**src/rtl/sao_ofs_pkg.sv**
```systemverilog
package sao_ofs_pkg;
  // Default geometry: a 64x64 block gives counts up to 4096 and sums of
  // clipped 8-bit differences that fit in 21 signed bits.
  localparam int unsigned CNT_W_DEF   = 13;
  localparam int unsigned SUM_W_DEF   = 21;
  localparam int unsigned IDX_W_DEF   = 6;
  localparam int unsigned OFS_MAX_DEF = 7;
  localparam int unsigned SYNC_STAGES = 2;
  localparam int unsigned PIPE_LAT    = 3;

  function automatic int unsigned ofs_width(input int unsigned max_mag);
    return $clog2(max_mag + 1) + 1;
  endfunction
endpackage

```
**src/rtl/sao_rst_sync.sv**
```systemverilog
module sao_rst_sync #(
  parameter int unsigned STAGES = 2
) (
  input  logic clk,
  input  logic rst_n,
  output logic rst_n_sync
);
  logic [STAGES-1:0] chain_q;
  logic [STAGES-1:0] chain_d;

  always_comb begin
    chain_d = {chain_q[STAGES-2:0], 1'b1};
  end

  always_ff @(posedge clk or negedge rst_n) begin
    if (!rst_n) chain_q <= '0;
    else        chain_q <= chain_d;
  end

  assign rst_n_sync = chain_q[STAGES-1];
endmodule

```
**src/rtl/sao_thresh_stage.sv**
```systemverilog
module sao_thresh_stage #(
  parameter int unsigned CNT_W   = 13,
  parameter int unsigned SUM_W   = 21,
  parameter int unsigned IDX_W   = 6,
  parameter int unsigned OFS_MAX = 7,
  parameter int unsigned OFS_W   = 4
) (
  input  logic                    clk,
  input  logic                    rst_n,
  input  logic                    a_vld,
  input  logic [IDX_W-1:0]        a_idx,
  input  logic [CNT_W-1:0]        a_cnt,
  input  logic signed [SUM_W-1:0] a_sum,
  input  logic                    a_ovr,
  input  logic signed [OFS_W-1:0] a_ovr_ofs,
  output logic                    b_vld,
  output logic [IDX_W-1:0]        b_idx,
  output logic [CNT_W-1:0]        b_cnt,
  output logic signed [SUM_W-1:0] b_sum,
  output logic                    b_ovr,
  output logic signed [OFS_W-1:0] b_ovr_ofs,
  output logic                    b_neg,
  output logic [OFS_MAX-1:0]      b_hits
);
  localparam int unsigned CMP_W = SUM_W + CNT_W + 2;

  logic [SUM_W-1:0]   mag_s;
  logic [CMP_W-1:0]   twice_mag;
  logic [OFS_MAX-1:0] hits_d;
  logic               neg_d;
  logic               cnt_nz;

  always_comb begin
    neg_d     = a_sum[SUM_W-1];
    mag_s     = neg_d ? SUM_W'(-a_sum) : SUM_W'(a_sum);
    twice_mag = CMP_W'(mag_s) << 1;
    cnt_nz    = (a_cnt != '0);
  end

  // One comparator per half-integer step: 2|S| > (2n+1)*C.
  for (genvar n = 0; n < OFS_MAX; n++) begin : g_step
    logic [CMP_W-1:0] bound;
    always_comb begin
      bound     = CMP_W'(a_cnt) * CMP_W'(2 * n + 1);
      hits_d[n] = cnt_nz && (twice_mag > bound);
    end
  end

  logic vld_q;
  logic ld_en;

  always_comb begin
    ld_en = a_vld;
  end

  always_ff @(posedge clk or negedge rst_n) begin
    if (!rst_n) vld_q <= 1'b0;
    else        vld_q <= a_vld;
  end

  always_ff @(posedge clk) begin
    if (ld_en) begin
      b_idx     <= a_idx;
      b_cnt     <= a_cnt;
      b_sum     <= a_sum;
      b_ovr     <= a_ovr;
      b_ovr_ofs <= a_ovr_ofs;
      b_neg     <= neg_d;
      b_hits    <= hits_d;
    end
  end

  assign b_vld = vld_q;
endmodule

```
**src/rtl/sao_ofs_round.sv**
```systemverilog
module sao_ofs_round #(
  parameter int unsigned CNT_W   = 13,
  parameter int unsigned SUM_W   = 21,
  parameter int unsigned IDX_W   = 6,
  parameter int unsigned OFS_MAX = 7,
  parameter int unsigned OFS_W   = 4
) (
  input  logic                    clk,
  input  logic                    rst_n,
  input  logic                    b_vld,
  input  logic [IDX_W-1:0]        b_idx,
  input  logic [CNT_W-1:0]        b_cnt,
  input  logic signed [SUM_W-1:0] b_sum,
  input  logic                    b_ovr,
  input  logic signed [OFS_W-1:0] b_ovr_ofs,
  input  logic                    b_neg,
  input  logic [OFS_MAX-1:0]      b_hits,
  output logic                    c_vld,
  output logic [IDX_W-1:0]        c_idx,
  output logic [CNT_W-1:0]        c_cnt,
  output logic signed [SUM_W-1:0] c_sum,
  output logic signed [OFS_W-1:0] c_ofs
);
  logic [OFS_W-1:0]        mag;
  logic signed [OFS_W-1:0] rnd_ofs;
  logic signed [OFS_W-1:0] ofs_d;

  always_comb begin
    mag = '0;
    for (int k = 0; k < OFS_MAX; k++) begin
      mag = mag + OFS_W'(b_hits[k]);
    end
    rnd_ofs = b_neg ? -$signed(mag) : $signed(mag);
    ofs_d   = b_ovr ? b_ovr_ofs : rnd_ofs;
  end

  logic vld_q;

  always_ff @(posedge clk or negedge rst_n) begin
    if (!rst_n) vld_q <= 1'b0;
    else        vld_q <= b_vld;
  end

  always_ff @(posedge clk) begin
    if (b_vld) begin
      c_idx <= b_idx;
      c_cnt <= b_cnt;
      c_sum <= b_sum;
      c_ofs <= ofs_d;
    end
  end

  assign c_vld = vld_q;
endmodule

```
**src/rtl/sao_dist_calc.sv**
```systemverilog
module sao_dist_calc #(
  parameter int unsigned CNT_W  = 13,
  parameter int unsigned SUM_W  = 21,
  parameter int unsigned IDX_W  = 6,
  parameter int unsigned OFS_W  = 4,
  parameter int unsigned DIST_W = 27
) (
  input  logic                     clk,
  input  logic                     rst_n,
  input  logic                     c_vld,
  input  logic [IDX_W-1:0]         c_idx,
  input  logic [CNT_W-1:0]         c_cnt,
  input  logic signed [SUM_W-1:0]  c_sum,
  input  logic signed [OFS_W-1:0]  c_ofs,
  output logic                     d_vld,
  output logic [IDX_W-1:0]         d_idx,
  output logic signed [OFS_W-1:0]  d_ofs,
  output logic signed [DIST_W-1:0] d_dist
);
  logic signed [DIST_W-1:0] o_x;
  logic signed [DIST_W-1:0] c_x;
  logic signed [DIST_W-1:0] s_x;
  logic signed [DIST_W-1:0] sq_term;
  logic signed [DIST_W-1:0] cross_term;
  logic signed [DIST_W-1:0] dist_d;

  always_comb begin
    o_x        = DIST_W'(c_ofs);
    c_x        = DIST_W'({1'b0, c_cnt});
    s_x        = DIST_W'(c_sum);
    sq_term    = o_x * o_x * c_x;
    cross_term = (o_x * s_x) <<< 1;
    dist_d     = sq_term - cross_term;
  end

  logic vld_q;

  always_ff @(posedge clk or negedge rst_n) begin
    if (!rst_n) vld_q <= 1'b0;
    else        vld_q <= c_vld;
  end

  always_ff @(posedge clk) begin
    if (c_vld) begin
      d_idx  <= c_idx;
      d_ofs  <= c_ofs;
      d_dist <= dist_d;
    end
  end

  assign d_vld = vld_q;
endmodule

```
**src/rtl/sao_ofs_dist_gen.sv**
```systemverilog
module sao_ofs_dist_gen
  import sao_ofs_pkg::*;
#(
  parameter int unsigned CNT_W   = CNT_W_DEF,
  parameter int unsigned SUM_W   = SUM_W_DEF,
  parameter int unsigned IDX_W   = IDX_W_DEF,
  parameter int unsigned OFS_MAX = OFS_MAX_DEF,
  localparam int unsigned OFS_W  = ofs_width(OFS_MAX),
  localparam int unsigned DIST_W = SUM_W + OFS_W + 2
) (
  input  logic                     clk,
  input  logic                     rst_n,
  input  logic                     in_vld,
  input  logic [IDX_W-1:0]         in_idx,
  input  logic [CNT_W-1:0]         in_cnt,
  input  logic signed [SUM_W-1:0]  in_sum,
  input  logic                     in_ovr,
  input  logic signed [OFS_W-1:0]  in_ovr_ofs,
  output logic                     out_vld,
  output logic [IDX_W-1:0]         out_idx,
  output logic signed [OFS_W-1:0]  out_ofs,
  output logic signed [DIST_W-1:0] out_dist
);
  logic rst_n_int;

  sao_rst_sync #(.STAGES(SYNC_STAGES)) u_rst (
    .clk        (clk),
    .rst_n      (rst_n),
    .rst_n_sync (rst_n_int)
  );

  logic                    b_vld, b_ovr, b_neg;
  logic [IDX_W-1:0]        b_idx;
  logic [CNT_W-1:0]        b_cnt;
  logic signed [SUM_W-1:0] b_sum;
  logic signed [OFS_W-1:0] b_ovr_ofs;
  logic [OFS_MAX-1:0]      b_hits;

  sao_thresh_stage #(
    .CNT_W(CNT_W), .SUM_W(SUM_W), .IDX_W(IDX_W),
    .OFS_MAX(OFS_MAX), .OFS_W(OFS_W)
  ) u_thr (
    .clk(clk), .rst_n(rst_n_int),
    .a_vld(in_vld), .a_idx(in_idx), .a_cnt(in_cnt), .a_sum(in_sum),
    .a_ovr(in_ovr), .a_ovr_ofs(in_ovr_ofs),
    .b_vld(b_vld), .b_idx(b_idx), .b_cnt(b_cnt), .b_sum(b_sum),
    .b_ovr(b_ovr), .b_ovr_ofs(b_ovr_ofs), .b_neg(b_neg), .b_hits(b_hits)
  );

  logic                    c_vld;
  logic [IDX_W-1:0]        c_idx;
  logic [CNT_W-1:0]        c_cnt;
  logic signed [SUM_W-1:0] c_sum;
  logic signed [OFS_W-1:0] c_ofs;

  sao_ofs_round #(
    .CNT_W(CNT_W), .SUM_W(SUM_W), .IDX_W(IDX_W),
    .OFS_MAX(OFS_MAX), .OFS_W(OFS_W)
  ) u_rnd (
    .clk(clk), .rst_n(rst_n_int),
    .b_vld(b_vld), .b_idx(b_idx), .b_cnt(b_cnt), .b_sum(b_sum),
    .b_ovr(b_ovr), .b_ovr_ofs(b_ovr_ofs), .b_neg(b_neg), .b_hits(b_hits),
    .c_vld(c_vld), .c_idx(c_idx), .c_cnt(c_cnt), .c_sum(c_sum), .c_ofs(c_ofs)
  );

  sao_dist_calc #(
    .CNT_W(CNT_W), .SUM_W(SUM_W), .IDX_W(IDX_W),
    .OFS_W(OFS_W), .DIST_W(DIST_W)
  ) u_dst (
    .clk(clk), .rst_n(rst_n_int),
    .c_vld(c_vld), .c_idx(c_idx), .c_cnt(c_cnt), .c_sum(c_sum), .c_ofs(c_ofs),
    .d_vld(out_vld), .d_idx(out_idx), .d_ofs(out_ofs), .d_dist(out_dist)
  );
endmodule

```
**config.mk**
```make
export PLATFORM = sky130hd
export DESIGN_NAME = sao_ofs_dist_gen
export DESIGN_NICKNAME = d
export VERILOG_FILES = /design/src/rtl/sao_ofs_pkg.sv /design/src/rtl/sao_rst_sync.sv /design/src/rtl/sao_thresh_stage.sv /design/src/rtl/sao_ofs_round.sv /design/src/rtl/sao_dist_calc.sv /design/src/rtl/sao_ofs_dist_gen.sv
export SDC_FILE = /design/constraint.sdc
export NUM_CORES = 1
export LEC_CHECK = 0
export ABC_CLOCK_PERIOD_IN_PS = 1000
export CORE_ASPECT_RATIO = 1.2
export CORE_MARGIN = 2
export CORE_UTILIZATION = 40
export DETAILED_ROUTE_END_ITERATION = 8
export DONT_BUFFER_PORTS = 1
export GPL_ROUTABILITY_DRIVEN = 0
export GPL_TIMING_DRIVEN = 1
export PLACE_DENSITY_LB_ADDON = 0.25
export SYNTH_ARGS = -nofsm -noshare
export SYNTH_HDL_FRONTEND = slang
export SYNTH_SLANG_ARGS = --single-unit
```
**constraint.sdc**
```tcl
create_clock -name clk -period 1 [get_ports clk]
set_input_delay 0.15 -clock clk [delete_from_list [all_inputs] [get_ports clk]]
set_output_delay 0.15 -clock clk [all_outputs]
set_load 0.05 [all_outputs]
```
==> flow_metrics.env, run 1 <==
export IMPL_ys_warn_count=0
export IMPL_path_buf_inv=7
export IMPL_dieArea_mm2=0.0494
export IMPL_synth_compound_area_share_pct=11.7
export IMPL_cts_root_buf="clkbuf_16"
export IMPL_syn_num_nets=2497
export IMPL_area_growth_pct=43.0
export IMPL_hold_class="in2reg"
export IMPL_port_buffers=0
export IMPL_clock_path_buffers=2
export IMPL_critical_path_max_stage_delay_ps=530
export IMPL_drc=0
export IMPL_syn_cell_area_mm2=0.0190
export IMPL_syn_area_per_cell_um2=9.95
export IMPL_finalMaxSlewViolations=0
export IMPL_violations="hold timing, setup timing"
export IMPL_fmax_mhz=130
export IMPL_cts_hold_buf=47
export IMPL_arrival_ps=7860
export IMPL_antenna_found_initial=2
export IMPL_timing_rr_start="u_rnd.c_ofs[1]"
export IMPL_row_count=87
export IMPL_setup_slack_ps=-6700
export IMPL_final_cell_mix="446 x buf_4, 291 x ha_1, 254 x inv_1"
export IMPL_final_common_cell="buf_4"
export IMPL_async_flop_share_pct=3.62
export IMPL_yosysSeqAreaShare_pct=21.6
export IMPL_first_iter_violations=565
export IMPL_hold_violations=53
export IMPL_layout_nets=3074
export IMPL_start_util_pct=40.5
export IMPL_min_period_ps=7700
export IMPL_die_y_um=243
export IMPL_cts_sinks=138
export IMPL_wire_per_inst_um=17.0
export IMPL_fin_crit_sh_pct=770
export IMPL_numCtsBuffers=17
export IMPL_overflow=0
export IMPL_layout_drive_gt1_share_pct=34.7
export IMPL_worstReg2RegEnd="u_dst.d_dist[26]"
export IMPL_fin_skew_ps=10.4
export IMPL_min_from="in_vld"
export IMPL_dp_hpwl_um=42000
export IMPL_num_vias=15859
export IMPL_htreeDepth=4
export IMPL_hold_path_depth=0
export IMPL_r2r_setup_slack_ps=-6700
export IMPL_cap_viol_max_count=0
export IMPL_antenna_left=0
export IMPL_netlist_cell_type_count=72
export IMPL_grt_pass1_vias=16841
export IMPL_fp_dieW_um=203
export IMPL_outcome="finished with violations"
export IMPL_setup_violations_final=103
export IMPL_r2r_cells=30
export IMPL_grt_total_usage_pct=21.4
export IMPL_rsz0062_at_grt="yes"
export IMPL_hold_path_end="u_thr.b_vld"
export IMPL_crit_type="reg2reg"
export IMPL_critPathTopFamily="adder cells"
export IMPL_synth_edff_count=133
export IMPL_tritoncts="done"
export IMPL_grt_pass1_wl_um=84200
export IMPL_startpoint_type="flop"
export IMPL_synthSimpleGateAreaFrac_pct=12.8
export IMPL_worst_ep_required_time_ps=1160
export IMPL_cp_slowest_cell="fa_1"
export IMPL_timing_hold_ws_ps=-235
export IMPL_cp_common_cell="fa_1"
export IMPL_utilization_pct=57.9
export IMPL_grt_max_degree=54
export IMPL_finalSetupTns_ps=-175140
export IMPL_worstSetupEndpointType="flop"
export IMPL_drt_first_pass_iters=5
export IMPL_synthAdderAreaFrac_pct=41.9
export IMPL_vias_per_cell=5.07
export IMPL_synth_xor_xnor_area_share_pct=5.70
export IMPL_synthFlopType="edfxtp_1"
export IMPL_worstPathMaxFanout=8
export IMPL_ioPinCount=86
export IMPL_synth_top_family_by_area="adder cells"
export IMPL_synthMuxAreaShare_pct=0.105
export IMPL_core_mm2=0.0470
export IMPL_wirelength_um=53200
export IMPL_ys_ff_latch=138
export IMPL_insertion_delay_ps=440
export IMPL_path_clk_slew_ps=70
export IMPL_syn_inst=1915
final cells by class:
cell class / count / area [µm²]
Tap cell: 623 / 779
Antenna cell: 1 / 2.50
Timing Repair Buffer: 580 / 4920
Multi-Input combinational cell: 1465 / 15700
Inverter: 290 / 1130
Clock buffer: 18 / 439
Clock inverter: 14 / 155
Fill cell: 3925 / 19800
Sequential cell: 138 / 4130
through the flow:
step | instances | hold WS (ps) | worst slack (ps) | cell area (µm²)
3_5_place_dp | 2980 | -146 | -6940 | 24300
3_3_place_gp | 2980 | -146 | -6800 | 24300
2_1_floorplan | 1915 | -146 | -6590 | 20100
5_1_grt | 3129 | -280 | -6930 | 27200
6_report | 3129 | -235 | -6700 | 27200
4_1_cts | 3100 | -284 | -6700 | 26500
cells in the mapped netlist (17+ instances only):
cell,number,area share [%]
ha_1,361,24
inv_1,290,5.7
fa_1,173,18
edfxtp_1,133,21
and2_1,111,3.6
a21oi_1,94,2.5
nand2_1,90,1.8
nor2_1,84,1.7
xnor2_1,80,3.7
a21o_1,47,1.9
xor2_1,44,2.0
o21ai_0,39,1.0
nor3_1,31,0.81
nand3_1,29,0.76
o21ai_1,29,0.76
nand2b_1,27,0.89
nor2b_1,25,0.82
clkbuf_1,20,0.39
nand4_1,18,0.59
a31oi_1,17,0.56
flip-flops by register name (all words and copies together) (netlist names), 2 cells and up:
register	flops
u_thr.b_cnt	13
u_rnd.c_ofs	4
u_rnd.c_idx	6
u_rst.chain_q	2
u_thr.b_hits	7
u_thr.b_ovr_ofs	4
u_dst.d_idx	6
u_dst.d_ofs	4
u_thr.b_idx	6
u_dst.d_dist	27
u_rnd.c_cnt	13
u_rnd.c_sum	21
u_thr.b_sum	20
routing by layer:
layer / share of wire [%] / track usage, %
met1: 38 / 23.0
met2: 55 / 41.5
met3: 2.2 / 2.28
met4: 4.7 / 9.96
met5: 0.030 / 0
worst reg2reg max path: cells and delay by family (launching register included):
kind,cells,cell delay [ps]
fa+ha+maj,10,4380
compound gates,9,1370
simple gates,3,600
buf+inv,7,460
flops,1,450
xor+xnor,1,170
repair_timing:
item / CTS / global route
buffers inserted: 43 / 29
pin swaps: 114 / 81
hold endpoints to repair: 100 / 53
resized for setup: 191 / 94
cloned: 2 / 4
endpoints found under the setup margin: 91 / 129
how the worst max path moves through the flow:
stage / depth (start not counted) / slack (ps) / startpoint / endpoint
4_1_cts: 30 / -6700 / u_rnd.c_ofs[1] / u_dst.d_dist[26]
6_report: 30 / -6700 / u_rnd.c_ofs[1] / u_dst.d_dist[26]
2_1_floorplan: 31 / -6590 / u_rnd.c_ofs[1] / u_dst.d_dist[25]
3_3_place_gp: 26 / -6800 / u_rnd.c_ofs[3] / u_dst.d_dist[26]
3_5_place_dp: 30 / -6940 / u_rnd.c_ofs[3] / u_dst.d_dist[26]
5_1_grt: 34 / -6930 / u_rnd.c_ofs[1] / u_dst.d_dist[26]
cell families after synthesis:
| group | after synthesis |
|---|---|
| adders and majority gates | 534 |
| and+or+nand+nor | 465 |
| DFF | 138 |
| xor gates and xnor gates | 124 |
| other | 1 |
| AOI/OAI and AO/OA | 339 |
| buffers and inverters | 312 |
| muxes | 2 |
Power of run 1 is left out: the tool's default activity adds up to more than one toggle a clock period on the data nets, which glitch-free logic cannot reach.
==> inputs of run 2 (changes only) <==
--- a/config.mk
+++ b/config.mk
@@ -14,6 +14,7 @@
 export GPL_ROUTABILITY_DRIVEN = 0
 export GPL_TIMING_DRIVEN = 1
 export PLACE_DENSITY_LB_ADDON = 0.25
+export REMOVE_ABC_BUFFERS = 1
 export SYNTH_ARGS = -nofsm -noshare
 export SYNTH_HDL_FRONTEND = slang
 export SYNTH_SLANG_ARGS = --single-unit
==> run 2 against run 1 <==
Compared with the run above:
- the flow still finishes with violations (hold timing, setup timing)
- largest cell class unchanged
- highest routed layer unchanged
- flip-flop and latch count unchanged
- first-iteration DRC count rose by 34%
- register-to-register slack got worse by 60 ps
- critical path depth grew 1
- cell count decreased by 0.80%
- sequential share of layout area up 0.14 points
- worst setup slack got worse by 57 ps
- core utilization decreased by 0.62 points
- non-clock buffer count down 24
- via count is 1.2% higher
==> flow_metrics.env, run 2 (synthesis results as in run 1) <==
export IMPL_outcome="finished with violations"
export IMPL_violations="hold timing, setup timing"
export IMPL_cts_hold_buf=47
export IMPL_critPathTopFamily="adder cells"
export IMPL_vias_per_cell=5.17
export IMPL_path_buf_inv=8
export IMPL_rsz0062_at_grt="yes"
export IMPL_fmax_mhz=129
export IMPL_utilization_pct=57.3
export IMPL_cp_depth=31
export IMPL_grt_pass1_wl_um=88900
export IMPL_largest_reg_flops=27
export IMPL_critical_path_max_stage_delay_ps=530
export IMPL_start_util_pct=40.5
export IMPL_layout_drive_gt1_share_pct=32.5
export IMPL_htreeDepth=4
export IMPL_setup_slack_ps=-6760
export IMPL_slew_headroom_pct=60.7
export IMPL_cts_sinks=138
export IMPL_worstPathMaxFanout=5
export IMPL_final_cell_mix="414 x buf_4, 288 x ha_1, 266 x inv_1"
export IMPL_cts_root_buf="clkbuf_16"
export IMPL_hold_violations=53
export IMPL_fp_dieW_um=203
export IMPL_dp_hpwl_um=41800
export IMPL_num_vias=16056
export IMPL_fin_crit_sh_pct=776
export IMPL_drt_first_pass_iters=7
export IMPL_min_period_ps=7760
export IMPL_ioPinCount=86
export IMPL_crit_type="reg2reg"
export IMPL_path_clk_slew_ps=70
export IMPL_worst_ep_required_time_ps=1170
export IMPL_port_buffers=0
export IMPL_wire_per_inst_um=17.7
export IMPL_row_count=87
export IMPL_top_register="u_dst.d_dist"
export IMPL_tritoncts="done"
export IMPL_insertion_delay_ps=440
export IMPL_timing_hold_ws_ps=-246
export IMPL_clock_path_buffers=2
export IMPL_grt_max_degree=54
export IMPL_fin_skew_ps=11.9
export IMPL_die_y_um=243
export IMPL_core_mm2=0.0470
export IMPL_worstSetupEndpointType="flop"
export IMPL_finalMaxSlewViolations=0
export IMPL_hold_class="in2reg"
export IMPL_first_iter_violations=759
export IMPL_numCtsBuffers=17
export IMPL_drc=0
export IMPL_antenna_left=0
export IMPL_cp_slowest_cell="fa_1"
export IMPL_final_common_cell="buf_4"
export IMPL_antenna_cells=0
export IMPL_wirelength_um=55000
export IMPL_stdcell_area_mm2=0.0270
export IMPL_antenna_found_initial=2
export IMPL_fin_cells=3104
export IMPL_grt_total_usage_pct=22.6
export IMPL_placed_area_mm2=0.0233
export IMPL_reg_top3="u_dst.d_dist (27), u_rnd.c_sum (21), u_thr.b_sum (20)"
export IMPL_cap_viol_max_count=0
export IMPL_layout_nets=3050
export IMPL_area_growth_pct=41.5
export IMPL_startpoint_type="flop"
export IMPL_cp_common_cell="fa_1"
export IMPL_hold_path_depth=0
export IMPL_r2r_cells=31
export IMPL_arrival_ps=7930
export IMPL_setup_violations_final=79
export IMPL_worst_pin_slew_ps=586
export IMPL_grt_pass1_vias=17380
export IMPL_overflow=0
export IMPL_dp_cells=2966
export IMPL_dieArea_mm2=0.0494
[run 2: worst paths after layout]
check                      slack (ps)          endpoint             start
min reg2reg                        50       u_dst.d_vld  u_rst.chain_q[1]
max                             -6760  u_dst.d_dist[26]    u_rnd.c_ofs[3]
max in group asynchronous         390  u_rst.chain_q[0]             rst_n
min in group asynchronous          50       u_dst.d_vld  u_rst.chain_q[1]
min                              -250       u_thr.b_vld            in_vld
max reg2reg                     -6760  u_dst.d_dist[26]    u_rnd.c_ofs[3]
[run 2: cell type report]
type | instances | area (µm²)
Timing Repair Buffer | 556 | 4810
Sequential cell | 138 | 4120
Tap cell | 623 | 779
Multi-Input combinational cell | 1465 | 15500
Clock buffer | 18 | 429
Clock inverter | 14 | 161
Inverter | 290 | 1110
Fill cell | 3984 | 20100
[run 2: per-layer routing]
| layer | vias to the layer above | track usage (%) | share of wire, % | wire length (µm) |
|---|---|---|---|---|
| li1 | 7699 | - | - | - |
| met1 | 7883 | 25.8 | 40 | 21900 |
| met2 | 342 | 41.8 | 52 | 28700 |
| met3 | 130 | 2.50 | 3.1 | 1720 |
| met4 | 2 | 10.5 | 5.0 | 2730 |
| met5 | - | 0 | 0.024 | 13 |
[run 2: per-stage QoR]
step                      setup TNS (ps)  setup slack, ps
after floorplan                  -227940            -7540
final                            -174580            -6760
after detailed placement         -186450            -7280
after global routing             -182480            -6970
after CTS                        -172670            -6600
after global placement           -183540            -7210
[run 2: timing repair]
action | 4_1_cts | 5_1_grt
pin swaps | 257 | 99
buffers inserted | 50 | 14
endpoints found under the setup margin | 79 | 79
resized for setup | 342 | 81
cloned | 1 | 0
hold endpoints to repair | 100 | 53
[run 2: worst register-to-register path, delay by kind of cell (launching register included)]
family                   cells  cell delay, ps
buffers and inverters        8             600
AO/OA/AOI/OAI                9            1390
AND/OR/NAND/NOR              3             580
XOR/XNOR                     1             170
flip-flops                   1             420
adder cells (fa/ha/maj)     10            4340
Power of run 2 is left out for the same reason.
==> inputs of run 3 (changes only) <==
--- a/config.mk
+++ b/config.mk
@@ -5,6 +5,7 @@
 export SDC_FILE = /design/constraint.sdc
 export NUM_CORES = 1
 export LEC_CHECK = 0
+export ABC_AREA = 1
 export ABC_CLOCK_PERIOD_IN_PS = 1000
 export CORE_ASPECT_RATIO = 1.2
 export CORE_MARGIN = 2
==> run 3 against run 2 <==
Compared with the run above:
- the run still ends with hold timing, setup timing left
- via count up 16%
- clock skew rose by 2.3 ps
- flip-flop and latch count unchanged
- cell count rose by 17%
- critical path type unchanged
- largest cell class unchanged
- highest routed layer is now met4
==> flow_metrics.env, run 3 <==
export IMPL_dp_cells=3491
export IMPL_start_util_pct=40.6
export IMPL_drc=0
export IMPL_cp_slowest_cell="fa_1"
export IMPL_min_period_ps=7430
export IMPL_grt_use_met2_pct=46.3
export IMPL_grtUsageMet1_pct=24.3
export IMPL_vias_per_cell=5.12
export IMPL_grt_total_usage_pct=24.1
export IMPL_synthTopCellsByCount="441 x inv_1, 398 x nand2_1, 361 x ha_1, 176 x nor2_1, 173 x fa_1"
export IMPL_syn_cell_area_mm2=0.0200
export IMPL_area_growth_pct=45.8
export IMPL_placed_area_mm2=0.0250
export IMPL_stdcell_area_mm2=0.0291
export IMPL_path_clk_slew_ps=80
export IMPL_port_buffers=0
export IMPL_seq_area_mm2=0.00412
export IMPL_row_count=89
export IMPL_cp_common_cell="fa_1"
export IMPL_wire_per_inst_um=17.6
export IMPL_layout_nets=3575
export IMPL_yosys_top_cells_area="ha_1 23%, edfxtp_1 20%, fa_1 17%, inv_1 8.3%, nand2_1 7.5%"
export IMPL_setup_slack_ps=-6430
export IMPL_insertion_delay_ps=460
export IMPL_synth_top_cell_by_area="ha_1"
export IMPL_arrival_ps=7650
export IMPL_wirelength_um=64100
export IMPL_drt_first_pass_iters=5
export IMPL_cts_hold_buf=47
export IMPL_fp_dieW_um=208
export IMPL_setup_violations_final=78
export IMPL_ys_warn_count=0
export IMPL_met3_usage_pct=2.70
export IMPL_ys_ff_latch=138
export IMPL_startpoint_type="flop"
export IMPL_largest_reg_flops=27
export IMPL_finalSetupTns_ps=-170380
export IMPL_antenna_left=0
export IMPL_worst_ep_required_time_ps=1220
export IMPL_path_buf_inv=10
export IMPL_synthFlopType="edfxtp_1"
export IMPL_grt_pass1_vias=20152
export IMPL_syn_area_per_cell_um2=8.61
export IMPL_syn_inst=2319
export IMPL_num_vias=18655
export IMPL_fmax_mhz=135
export IMPL_clock_path_buffers=2
export IMPL_synth_most_common_cell="inv_1"
export IMPL_worstSetupEndpointType="flop"
export IMPL_outcome="finished with violations"
export IMPL_cts_sinks=138
export IMPL_crit_type="reg2reg"
export IMPL_multi_input_area_mm2=0.0162
export IMPL_grt_pass1_wl_um=99200
export IMPL_top_register="u_dst.d_dist"
export IMPL_busiest_layer="met2"
export IMPL_hold_violations=53
export IMPL_rsz0062_at_grt="yes"
export IMPL_fin_crit_sh_pct=743
export IMPL_r2r_setup_slack_ps=-6430
export IMPL_numCtsBuffers=17
export IMPL_cts_root_buf="clkbuf_16"
export IMPL_final_cell_mix="538 x buf_4, 399 x inv_1, 340 x nand2_1"
export IMPL_antenna_found_initial=0
export IMPL_layout_drive_gt1_share_pct=36.1
export IMPL_fin_cells=3643
export IMPL_htreeDepth=4
export IMPL_grt_max_degree=54
export IMPL_reg_top3="u_dst.d_dist (27), u_rnd.c_sum (21), u_thr.b_sum (20)"
export IMPL_dp_hpwl_um=47900
export IMPL_yosysTopAreaCellShare_pct=22.6
export IMPL_hold_class="in2reg"
export IMPL_final_common_cell="buf_4"
export IMPL_antenna_cells=0
export IMPL_ioPinCount=86
export IMPL_violations="hold timing, setup timing"
export IMPL_dieArea_mm2=0.0518
export IMPL_tritoncts="done"
export IMPL_worstPathMaxFanout=5
export IMPL_timing_hold_ws_ps=-213
export IMPL_critical_path_max_stage_delay_ps=540
export IMPL_yosysSeqAreaShare_pct=20.6
export IMPL_first_iter_violations=887
export IMPL_n_fill_cell=4065
export IMPL_critPathTopFamily="adder cells"
export IMPL_cap_viol_max_count=0
export IMPL_core_mm2=0.0492
export IMPL_async_flop_share_pct=3.62
export IMPL_synth_edff_count=133
export IMPL_netlist_cell_type_count=51
export IMPL_die_y_um=249
export IMPL_overflow=0
export IMPL_fin_skew_ps=14.3
export IMPL_finalMaxSlewViolations=0
## run 3: cell count changes after synthesis, moves of 47 or more
cell and change:
nor2_1 +92, xor2_1 +47, and2_1 -111, nand2_1 +308, inv_1 +151, a21oi_1 +54
## run 3: layer usage
metal	wire [µm]	vias up
li1	-	8871
met1	22600	9011
met2	34400	521
met3	2410	252
met4	4650	0
met5	0	-
## run 3: layout make-up
type                       instances  share of cell area, %
clock inverter                    15                  0.455
sequential                       138                   14.1
clock buffer                      17                   1.46
inverter                         450                   5.91
timing repair buffer             674                   19.5
tap                              637                   2.74
multi-input combinational       1712                   55.8
## run 3: through the flow
stage,util (%),setup WS [ps]
after CTS,57.0,-6330
final,59.2,-6430
after detailed placement,50.8,-6660
after global placement,50.8,-6600
after floorplan,-,-7330
after global routing,59.2,-6660
## run 3: repair_timing
| item | CTS | global route |
|---|---|---|
| setup buffers | 43 | 33 |
| pin swaps | 183 | 166 |
| gates resized for setup | 369 | 164 |
| setup endpoints to repair | 77 | 80 |
| cloned | 0 | 2 |
| hold endpoints to repair | 100 | 53 |
## run 3: kinds of logic (layout without fill, tap and decap cells)
logic type	Yosys count	after routing	share of synthesized area (%)
simple gates	762	762	16.6
fa+ha+maj	534	534	39.9
buf+inv	469	1156	8.91
compound gates	282	282	7.96
flops	138	138	20.6
xor+xnor	133	133	5.98
other cells	1	1	0.0188
## run 3: worst register-to-register path: cells and delay by family, from the launching register on
family | cells | cell delay, ps
fa+ha+maj | 10 | 4130
buf+inv | 10 | 920
simple gates | 7 | 750
xor+xnor | 3 | 540
flops | 1 | 450
compound gates | 3 | 420
## run 3: final timing paths
check	cells after the start	from	endpoint
setup / recovery	33	u_rnd.c_ofs[1]	u_dst.d_dist[19]
hold / removal	0	in_vld	u_thr.b_vld
setup reg to reg	33	u_rnd.c_ofs[1]	u_dst.d_dist[19]
hold reg to reg	0	u_rst.chain_q[1]	u_dst.d_vld
max in group asynchronous	2	rst_n	u_rst.chain_q[1]
min in group asynchronous	0	u_rst.chain_q[1]	u_dst.d_vld
Power of run 3 is left out for the same reason.
